<file path="config.mk">
export PLATFORM = sky130hd
export DESIGN_NAME = chan_rst_seq
export DESIGN_NICKNAME = d
export VERILOG_FILES = /design/src/rtl/chan_rst_pkg.sv /design/src/rtl/chan_rst_ctl.sv /design/src/rtl/chan_rst_fsm.sv /design/src/rtl/chan_rst_seq.sv
export SDC_FILE = /design/constraint.sdc
export NUM_CORES = 1
export LEC_CHECK = 0
export ABC_AREA = 1
export BUFFER_PORTS_ARGS = -buffer_cell sky130_fd_sc_hd__buf_4
export CORE_MARGIN = 4
export CORE_UTILIZATION = 39
export DETAILED_ROUTE_END_ITERATION = 6
export PLACE_DENSITY = 0.86
export SLEW_MARGIN = 20
export SYNTH_ARGS = -nofsm -noshare
export SYNTH_HDL_FRONTEND = slang
export SYNTH_SLANG_ARGS = --single-unit
</file>
<file path="constraint.sdc">
create_clock -name clk -period 1.9 [get_ports clk]
set_clock_uncertainty 0.15 [all_clocks]
set_input_delay 0.095 -clock clk [delete_from_list [all_inputs] [get_ports clk]]
set_output_delay 0.095 -clock clk [all_outputs]
set_load 0.01 [all_outputs]
</file>
<file path="src/rtl/chan_rst_pkg.sv">
package chan_rst_pkg;

    typedef enum logic [2:0] {
        ST_IDLE,
        ST_DECIDE,
        ST_RST_PRI,
        ST_RST_SEC,
        ST_RELEASE,
        ST_CLEAR
    } seq_state_t;

    localparam int CTL_W    = 64;
    localparam int KEEP_W   = 32;
    localparam int FULL_POS = 32;
    localparam int CONT_POS = 33;

endpackage

</file>
<file path="src/rtl/chan_rst_ctl.sv">
module chan_rst_ctl #(
    parameter int DATA_W = chan_rst_pkg::CTL_W,
    parameter int LOW_W  = chan_rst_pkg::KEEP_W,
    parameter int FULL_B = chan_rst_pkg::FULL_POS,
    parameter int CONT_B = chan_rst_pkg::CONT_POS
) (
    input  logic              clk,
    input  logic              rst_n,
    input  logic              wr_en,
    input  logic [DATA_W-1:0] wr_data,
    input  logic              busy,
    input  logic              seq_done,
    input  logic              done_full,
    output logic              start_full,
    output logic              start_cont,
    output logic [DATA_W-1:0] rd_data
);
    localparam int HI_LSB = CONT_B + 1;

    logic [LOW_W-1:0] low_q;
    logic             full_q;
    logic             cont_q;
    logic             accept;
    logic             unused_hi;

    assign unused_hi  = ^wr_data[DATA_W-1:HI_LSB];
    assign accept     = wr_en && !busy;
    assign start_full = accept && wr_data[FULL_B];
    assign start_cont = accept && wr_data[CONT_B] && !wr_data[FULL_B];

    always_ff @(posedge clk) begin
        if (!rst_n) begin
            low_q  <= '0;
            full_q <= 1'b0;
            cont_q <= 1'b0;
        end else if (accept) begin
            low_q  <= wr_data[LOW_W-1:0];
            full_q <= wr_data[FULL_B];
            cont_q <= wr_data[CONT_B] && !wr_data[FULL_B];
        end else if (seq_done) begin
            full_q <= 1'b0;
            cont_q <= 1'b0;
            if (done_full) begin
                low_q <= '0;
            end
        end
    end

    always_comb begin
        rd_data           = '0;
        rd_data[LOW_W-1:0] = low_q;
        rd_data[FULL_B]   = full_q;
        rd_data[CONT_B]   = cont_q;
    end

    a_r7_full_wins: assert property (@(posedge clk) disable iff (!rst_n)
        full_q |-> !cont_q);

    a_r8_busy_hold: assert property (@(posedge clk) disable iff (!rst_n)
        (busy && !seq_done) |=> ($stable(low_q) && $stable(full_q) && $stable(cont_q)));

endmodule

</file>
<file path="src/rtl/chan_rst_fsm.sv">
module chan_rst_fsm
    import chan_rst_pkg::*;
(
    input  logic clk,
    input  logic rst_n,
    input  logic start_full,
    input  logic start_cont,
    input  logic req_pending,
    input  logic prim_assigned,
    input  logic sec_reserved,
    input  logic eu_wr_ack,
    output logic eu_wr_req,
    output logic eu_wr_sel,
    output logic rel_pulse,
    output logic clr_regs,
    output logic clr_fifo,
    output logic resume,
    output logic busy,
    output logic seq_done,
    output logic done_full
);
    seq_state_t state_q, state_d;
    logic       full_q;

    // State register and mode capture
    always_ff @(posedge clk) begin
        if (!rst_n) begin
            state_q <= ST_IDLE;
            full_q  <= 1'b0;
        end else begin
            state_q <= state_d;
            if (start_full || start_cont) begin
                full_q <= start_full;
            end
        end
    end

    // Next-state logic
    always_comb begin
        state_d = state_q;
        unique case (state_q)
            ST_IDLE:    if (start_full || start_cont) state_d = ST_DECIDE;
            ST_DECIDE:  state_d = prim_assigned ? ST_RST_PRI :
                                  req_pending   ? ST_RELEASE : ST_CLEAR;
            ST_RST_PRI: if (eu_wr_ack) state_d = sec_reserved ? ST_RST_SEC : ST_RELEASE;
            ST_RST_SEC: if (eu_wr_ack) state_d = ST_RELEASE;
            ST_RELEASE: state_d = ST_CLEAR;
            ST_CLEAR:   state_d = ST_IDLE;
            default:    state_d = ST_IDLE;
        endcase
    end

    // Outputs
    always_comb begin
        eu_wr_req = 1'b0;
        eu_wr_sel = 1'b0;
        rel_pulse = 1'b0;
        clr_regs  = 1'b0;
        clr_fifo  = 1'b0;
        resume    = 1'b0;
        unique case (state_q)
            ST_RST_PRI: eu_wr_req = 1'b1;
            ST_RST_SEC: begin
                eu_wr_req = 1'b1;
                eu_wr_sel = 1'b1;
            end
            ST_RELEASE: rel_pulse = 1'b1;
            ST_CLEAR: begin
                clr_regs = 1'b1;
                clr_fifo = full_q;
                resume   = !full_q;
            end
            default: ;
        endcase
    end

    assign busy      = (state_q != ST_IDLE);
    assign seq_done  = (state_q == ST_CLEAR);
    assign done_full = full_q;

    a_r5_req_held: assert property (@(posedge clk) disable iff (!rst_n)
        (eu_wr_req && !eu_wr_ack) |=> (eu_wr_req && $stable(eu_wr_sel)));

    a_r4_release_then_clear: assert property (@(posedge clk) disable iff (!rst_n)
        rel_pulse |=> clr_regs);

    a_r3_clear_single: assert property (@(posedge clk) disable iff (!rst_n)
        clr_regs |=> (!clr_regs && !busy));

    a_r6_fifo_kept: assert property (@(posedge clk) disable iff (!rst_n)
        resume |-> (clr_regs && !clr_fifo));

    a_r10_exclusive: assert property (@(posedge clk) disable iff (!rst_n)
        $onehot0({rel_pulse, eu_wr_req, clr_regs}));

    a_r9_busy_rise: assert property (@(posedge clk) disable iff (!rst_n)
        (!busy && (start_full || start_cont)) |=> busy);

endmodule

</file>
<file path="src/rtl/chan_rst_seq.sv">
module chan_rst_seq #(
    parameter int DATA_W = chan_rst_pkg::CTL_W,
    parameter int LOW_W  = chan_rst_pkg::KEEP_W,
    parameter int FULL_B = chan_rst_pkg::FULL_POS,
    parameter int CONT_B = chan_rst_pkg::CONT_POS
) (
    input  logic              clk,
    input  logic              rst_n,
    input  logic              wr_en,
    input  logic [DATA_W-1:0] wr_data,
    output logic [DATA_W-1:0] rd_data,
    input  logic              req_pending,
    input  logic              prim_assigned,
    input  logic              sec_reserved,
    input  logic              eu_wr_ack,
    output logic              eu_wr_req,
    output logic              eu_wr_sel,
    output logic              rel_pulse,
    output logic              clr_regs,
    output logic              clr_fifo,
    output logic              resume,
    output logic              busy
);
    logic start_full;
    logic start_cont;
    logic seq_done;
    logic done_full;

    chan_rst_ctl #(
        .DATA_W(DATA_W),
        .LOW_W (LOW_W),
        .FULL_B(FULL_B),
        .CONT_B(CONT_B)
    ) u_ctl (
        .clk       (clk),
        .rst_n     (rst_n),
        .wr_en     (wr_en),
        .wr_data   (wr_data),
        .busy      (busy),
        .seq_done  (seq_done),
        .done_full (done_full),
        .start_full(start_full),
        .start_cont(start_cont),
        .rd_data   (rd_data)
    );

    chan_rst_fsm u_fsm (
        .clk          (clk),
        .rst_n        (rst_n),
        .start_full   (start_full),
        .start_cont   (start_cont),
        .req_pending  (req_pending),
        .prim_assigned(prim_assigned),
        .sec_reserved (sec_reserved),
        .eu_wr_ack    (eu_wr_ack),
        .eu_wr_req    (eu_wr_req),
        .eu_wr_sel    (eu_wr_sel),
        .rel_pulse    (rel_pulse),
        .clr_regs     (clr_regs),
        .clr_fifo     (clr_fifo),
        .resume       (resume),
        .busy         (busy),
        .seq_done     (seq_done),
        .done_full    (done_full)
    );

endmodule

</file>
======== Yosys cells after proc, flatten, opt, wreduce, memory -nomap -nowiden ========
Index checks and enable logic that the tools add are counted.
word-level totals
  register bits after elaboration ......... 38
  input port bits ......................... 71
  output and inout port bits .............. 71
  logic and storage cells ................. 48
cells by class
  equal/unequal tests ..................... 8
  multiplexer cells ....................... 19
  reduce and logical (&&, ||, !) cells .... 16
operators by type and width
  cell                                                                     count
  32-bit two-way mux                                                       3
  3-bit two-way mux                                                        5
  3-bit one-hot mux with 5 select lines                                    1
  1-bit two-way mux                                                        10
  3-bit by 2-bit equality test with 1-bit output, second input constant    2
  3-bit equality test, second input constant                               2
  1-bit logical AND                                                        5
  2-bit inequality test, second input constant                             2
  2-bit nonzero test                                                       2
  3-bit by 1-bit equality test with 1-bit output, second input constant    1
  1-bit logical NOT                                                        3
  3-bit logical NOT                                                        1
  3-bit AND reduction                                                      1
  3-bit nonzero test                                                       1
  2-bit by 1-bit inequality test with 1-bit output, second input constant  1
  2-bit AND reduction                                                      1
  2-bit OR reduction                                                       1
  1-bit logical OR                                                         1

======== Longest topological paths before layout ========
Gate-level depths: netlist (run 1).
  depth in word-level cells ............... 8
  gate-level depth with buffers ........... 8
  gate-level depth less buffers ........... 8

======== By module ========
Synthesis (run 1) repeated with hierarchy kept, for this count alone.
second synthesis, totals
  cell total of the unflattened synthesis .. 240
  area total of the unflattened synthesis .. 1839.3 um2
modules (own cells, without submodules)
  module        instances  cells each  area each (um2)  sequential area each (um2)
  chan_rst_ctl  1          192         1561.5           680.7
  chan_rst_fsm  1          48          277.8            80.1

======== Worst setup path after synthesis (run 1) ========
Ideal clock, no wire load.
  path kind ............................... reg2reg
  start point ............................. reg u_fsm.state_q[0]
  end point ............................... reg u_ctl.low_q[0]
  arrival ................................. 1125 ps
  path slack .............................. 493 ps
  stages on the path, launching flop included .. 7
  path through ............................ dfxtp_1 > inv_1 > nor3_4 > nand2_2 > buf_6 > nand3_1 > a21oi_1
on the way
  cells in the longest elaborated chain, start to end .. 5
RTL lines
  what                           line                RTL
  from (decl)                    chan_rst_fsm.sv:22  seq_state_t state_q, state_d;
  from (signal assigned)         chan_rst_fsm.sv:31  state_q <= state_d;
  3-bit nonzero test             chan_rst_fsm.sv:77  assign busy = (state_q != ST_IDLE);
  1-bit logical NOT              chan_rst_ctl.sv:27  assign accept = wr_en && !busy;
  1-bit logical AND              chan_rst_ctl.sv:27
  2-bit nonzero test (no line)   -
  2-bit AND reduction (no line)  -
  to (signal assigned)           chan_rst_ctl.sv:37  low_q <= wr_data[LOW_W-1:0];
  to (decl)                      chan_rst_ctl.sv:20  logic [LOW_W-1:0] low_q;
Several ways; a longest one is shown, not always the timed one.
A chain may end at the register's enable or synchronous reset.

======== Worst setup path in the final report (run 1) ========
  start point ............................. reg u_fsm.state_q[0]
  end point ............................... out clr_fifo
on the way
  cells in the longest elaborated chain, start to end .. 2
RTL lines
  what                 line                RTL
  3-bit equality test  chan_rst_fsm.sv:61  unique case (state_q)
  1-bit two-way mux    chan_rst_fsm.sv:61
  to (decl)            chan_rst_seq.sv:20  output logic clr_fifo,
No other way between the ends.

==> run metrics, run 1 <==
status complete, no violations; Final Cycle Share 93.5%; Syn Area/Cell 7.67 µm²; R2R Setup Slk 340 ps; RePlAce Congestion 0.712; vias per cell 4.62; CP max stage delay 460 ps; Post-synth EDFFs 0; drt drc 0; CTS buffer count 5; max cap viols 0; Area growth, synth to finish 53.2%; max layer used met4; Hold WC Path Type input port to flip-flop; total track usage 17.2%; DP Wirelength 3.22 mm; Worst R2R Path Depth 6; YS warnings 0; vias in the first global route 1674; Syn Inst Count 233; wire length on met3 385 µm; Metal-1 WL 1.88 mm; Starting DRT DRC Count 97; maximum VDD drop 0.598 mV; Worst setup SP type flip-flop; Critical Path Stages 6; Initial Utilization 40.8%; final net count 418; first-pass GRT wire length 7.53 mm; RSZ-0062 raised after global routing false; dpl cell area 2300 µm²; die width 75.7 µm; Routed met2 length 2.63 mm; diode count 0; PostCTS Resize Cnt 0; P_leak 1.30 nW; wire per inst 12.5 µm; required time of the critical path 1650 ps; worst skew pair latency 280 ps; Die H 75.7 µm; Post-Place Cells 357; Hold Crit Start prim_assigned; setup TNS 0 ps; total gr overflow 0; Yosys reg bits 38; Clock Sinks 38; crit path cell chain inv_1, nor3_4, nand2_2, buf_4, inv_1, buf_4; ys async rst share 0%; share of cells above drive strength 1 28.9%; Rows 24; I/O pin count 142; sequential share of the synthesized area 42.6%; Setup CP Type flip-flop to output port; Finished Layout Cells 398; fin crit period 1780 ps; Design Area, Final 2740 µm²; clk buf depth 2; initial antenna violation count 0; Final Routed Wirelength 4.97 mm; Worst setup startpoint u_fsm.state_q[0]$_SDFFE_PN0P_; Max Fclk 563 MHz; CTS H-tree depth 2; port bufs 81; crit path DAT 1530 ps; crit-path leading delay family buffers and inverters; total die area 5730 µm²; Yosys cell types 23; CTS tree yes; via count 1837; critical-path maximum fanout 19; largest net degree at the start of global routing 34; Post-DRT Antenna Nets 0; Worst Setup End Kind output port; Power Density 1010 nW/µm²; DRT Pass-1 Iters 4; Slew Limit Fails 0; CP bufs+invs 4; Final setup violation count 0; Slowest-stage cell, CP dfxtp_1; final hold viol count 0; hold-critical path depth 5; Core Box Area 4380 µm²; Synth Flop Type dfxtp_1; Reg-to-Reg Start u_fsm.state_q[0]$_SDFFE_PN0P_; CTS clk-pin slew, worst paths 70 ps; post-synthesis instance area 1790 µm²; Clk Tree Root Cell clkbuf_8
==> where the power goes <==
group          internal (mW)  leakage [nW]  switching [mW]
clock                  0.280        0.0431           0.249
combinational          0.530         0.948           0.641
sequential             0.960         0.311           0.111
total                   1.77          1.30            1.00
==> sequential cells by signal (all words and copies together) (netlist names) <==
name,count
u_ctl.low_q,32
u_ctl.full_q,1
u_ctl.cont_q,1
u_fsm.done_full,1
u_fsm.state_q,3
==> repair_timing <==
item                                   4_1_cts  5_1_grt
endpoints found under the hold margin       35        0
setup buffers                                0        0
hold buffers                                35        0
==> synthesized netlist by cell type (2+ instances only) <==
master	count	area share, %
dfxtp_1	38	43
inv_1	10	2.1
nand3_1	34	9.5
inv_2	2	0.42
nor2_1	9	1.9
o21ai_0	2	0.56
a21oi_1	39	11
clkbuf_1	3	0.63
buf_4	35	15
buf_2	3	0.84
buf_6	3	1.9
nand2_1	44	9.2
==> tightest hold or removal path: cells and delay by family <==
family	cells	cell delay, ps
buf+inv	3	190
compound gates	1	80
simple gates	1	60
==> logic make-up after synthesis <==
kind of cell | after synthesis | synth area share [%]
AO/OA/AOI/OAI | 42 | 11.9
buffers and inverters | 57 | 20.8
flip-flops | 38 | 42.6
other | 1 | 0.210
AND/OR/NAND/NOR | 95 | 24.5
==> cell usage in the layout, fill, tap and decap left out, drive strengths merged <==
cell type,count
inv,12
o211ai,1
nand4,1
nand3,35
a21oi,39
or2,1
conb,30
nand3b,1
nor2,10
dlygate4sd3,35
clkinv,1
o21ai,2
clkbuf,6
buf,87
dfxtp,38
nand2,45
nor3,2
==> per-stage QoR <==
stage                     hold slack, ps  setup slack [ps]  util (%)  total power [mW]
after floorplan                     42.6               493         -              1.80
after global placement               157               414      52.5              2.18
after detailed placement             157               391      52.5              2.20
after CTS                           28.2               109      62.4              2.79
after global routing                64.3              13.5      62.4              2.97
final                               35.8               124      62.4              2.77
==> layout make-up <==
cell class | count | area, µm²
Timing Repair Buffer | 122 | 1020
Clock buffer | 6 | 82.6
Sequential cell | 38 | 761
Tap cell | 52 | 65.1
Fill cell | 388 | 1650
Multi-Input combinational cell | 167 | 763
Inverter | 13 | 48.8
==> metal layers <==
| layer | up-vias | track usage [%] |
|---|---|---|
| met5 | - | 0 |
| met4 | 0 | 5.83 |
| met3 | 7 | 3.43 |
| met2 | 73 | 31.5 |
| met1 | 831 | 19.8 |
| li1 | 926 | - |
==> worst paths after layout <==
kind,endpoint
setup reg to reg,u_ctl.low_q[26]$_SDFFE_PN0P_
setup / recovery,clr_fifo
hold / removal,u_fsm.state_q[1]$_SDFFE_PN0P_
hold reg to reg,u_ctl.full_q$_SDFFE_PN0P_
Note: power is estimated with default switching activity, not from simulation.
==> inputs of run 2 (changes only) <==
- PLACE_DENSITY: 0.86 -> 0.87
==> run 2 against run 1 <==
Compared with the run above: design area increased by 0.23%; register-to-register slack improved by 20 ps; total power up 1.4%; die area is the same; via count about the same; clock-buffer cell count rose by 1; flip-flop and latch count unchanged.
==> run metrics, run 2 (synthesis gave the netlist of run 1 again) <==
share of cells above drive strength 1 29.1% (was 28.9%); Power Density 1020 nW/µm² (was 1010 nW/µm²); first-pass GRT wire length 7.60 mm (was 7.53 mm); total gr overflow 0 (unchanged); Die H 75.7 µm (unchanged); Rows 24 (unchanged); Final Routed Wirelength 5.14 mm (was 4.97 mm); CTS tree yes (unchanged); dpl cell area 2300 µm² (about the same); largest net degree at the start of global routing 34 (unchanged); Slew Limit Fails 0 (unchanged); Design Area, Final 2740 µm² (about the same); RSZ-0062 raised after global routing false (unchanged); required time of the critical path 1650 ps (about the same); CTS H-tree depth 2 (unchanged); worst skew pair latency 280 ps (about the same); met3 global-route usage 5.01% (was 3.43%); Final setup violation count 0 (unchanged); max cap viols 0 (unchanged); total track usage 17.6% (was 17.2%); vias per cell 4.61 (was 4.62); Hold Crit Start prim_assigned (unchanged); critical-path maximum fanout 30 (was 19); hold-critical path depth 5 (unchanged); Post-DRT Antenna Nets 0 (unchanged); Clock Sinks 38 (unchanged); final hold viol count 0 (unchanged); R2R Setup Slk 360 ps (was 340 ps); Clk Tree Root Cell clkbuf_8 (unchanged); total die area 5730 µm² (unchanged); clk buf depth 2 (unchanged); DP Wirelength 3.25 mm (was 3.22 mm); diode count 0 (unchanged); CTS buffer count 5 (unchanged); Area growth, synth to finish 53.5% (was 53.2%); initial antenna violation count 0 (unchanged); Worst Setup End Kind output port (unchanged); max FFs per register 32 (unchanged); Worst setup SP type flip-flop (unchanged); most common cell after layout, fill and taps aside buf_4 (unchanged); most frequent cells in the layout buf_4 (84), nand2_1 (44), a21oi_1 (39) (was buf_4 (86), nand2_1 (44), a21oi_1 (39)); Hold WC Path Type input port to flip-flop (unchanged); WHS 37.4 ps (was 35.8 ps); Initial Utilization 40.8% (unchanged); via count 1838 (was 1837); Max Fclk 565 MHz (was 563 MHz); status complete, no violations (unchanged); CTS clk-pin slew, worst paths 70 ps (about the same); RePlAce Congestion 0.746 (was 0.712); Final Cycle Share 93.2% (was 93.5%); fillers 382 (was 388); met2 GRT Util 34.0% (was 31.5%); DRT Pass-1 Iters 4 (unchanged); maximum VDD drop 0.553 mV (was 0.598 mV); wire per inst 12.9 µm (was 12.5 µm); Setup CP Type flip-flop to output port (unchanged); final net count 417 (was 418); die width 75.7 µm (unchanged); WHS Endpoint u_fsm.state_q[1]$_SDFFE_PN0P_ (unchanged); fin util 62.6% (was 62.4%); met1 Use GR 18.0% (was 19.8%); most flop-heavy register u_ctl.low_q (unchanged); setup TNS 0 ps (unchanged); Worst R2R Path Depth 6 (unchanged); fin crit period 1770 ps (was 1780 ps); reg2reg end u_ctl.low_q[5]$_SDFFE_PN0P_ (was u_ctl.low_q[26]$_SDFFE_PN0P_); largest registers u_ctl.low_q: 32 flops, u_fsm.state_q: 3 flops (unchanged); vias in the first global route 1679 (was 1674); port bufs 81 (unchanged); crit path DAT 1520 ps (was 1530 ps); drt drc 0 (unchanged); P_leak 1.31 nW (was 1.30 nW); I/O pin count 142 (unchanged); Core Box Area 4380 µm² (unchanged); grt peak-use layer met2 (unchanged); Reg-to-Reg Start u_fsm.state_q[2]$_SDFFE_PN0P_ (was u_fsm.state_q[0]$_SDFFE_PN0P_); Starting DRT DRC Count 74 (was 97)
==> run 2: where the power goes <==
group	internal [mW]	leakage, nW	switching (mW)
clock network	0.292	0.0482	0.259
logic	0.531	0.946	0.653
registers	0.962	0.312	0.112
total	1.79	1.31	1.02
==> run 2: layer usage <==
metal	up-vias	routed length, µm	share of wire (%)
met3	4	407	7.9
met5	-	0	0
met4	0	58	1.1
met2	79	2770	54
li1	926	-	-
met1	829	1900	37
==> run 2: per-stage QoR <==
stage	worst slack [ps]	std cells	power, mW
after floorplan	493	262	1.80
after global placement	338	356	2.18
after detailed placement	305	356	2.21
after CTS	2.31	399	2.83
after global routing	8.19	399	3.02
final	130	399	2.81
==> run 2: worst max path at each step <==
stage	start	to	cells past startpoint
2_1_floorplan	u_fsm.state_q[0]$_SDFFE_PN0P_	u_ctl.low_q[0]$_SDFFE_PN0P_	6
5_1_grt	u_fsm.state_q[2]$_SDFFE_PN0P_	clr_fifo	6
3_3_place_gp	u_fsm.state_q[0]$_SDFFE_PN0P_	clr_fifo	6
6_report	u_fsm.state_q[2]$_SDFFE_PN0P_	clr_fifo	6
3_5_place_dp	u_fsm.state_q[0]$_SDFFE_PN0P_	u_ctl.low_q[8]$_SDFFE_PN0P_	6
4_1_cts	u_fsm.state_q[0]$_SDFFE_PN0P_	clr_fifo	6
==> run 2: what timing repair did <==
item                                    in CTS  in global routing
setup buffers                                0                  0
endpoints found under the setup margin       0                  1
resized for setup                            0                  2
endpoints found under the hold margin       35                  0
hold buffers                                35                  0
==> run 2: critical path: stages, from the launching register on <==
cell	delay, ps
dfxtp_1	390
inv_2	120
nor3_4	230
nand2_2	120
buf_6	200
inv_1	70
buf_4	110
==> run 2: cell type report <==
type	count	area (µm²)	area share (%)
Sequential cell	38	762	27.8
Tap cell	52	65.1	2.37
Timing Repair Buffer	121	1010	36.9
Clock buffer	7	86.3	3.15
Multi-Input combinational cell	167	763	27.8
Inverter	13	48.8	1.78
Clock inverter	1	5.00	0.182
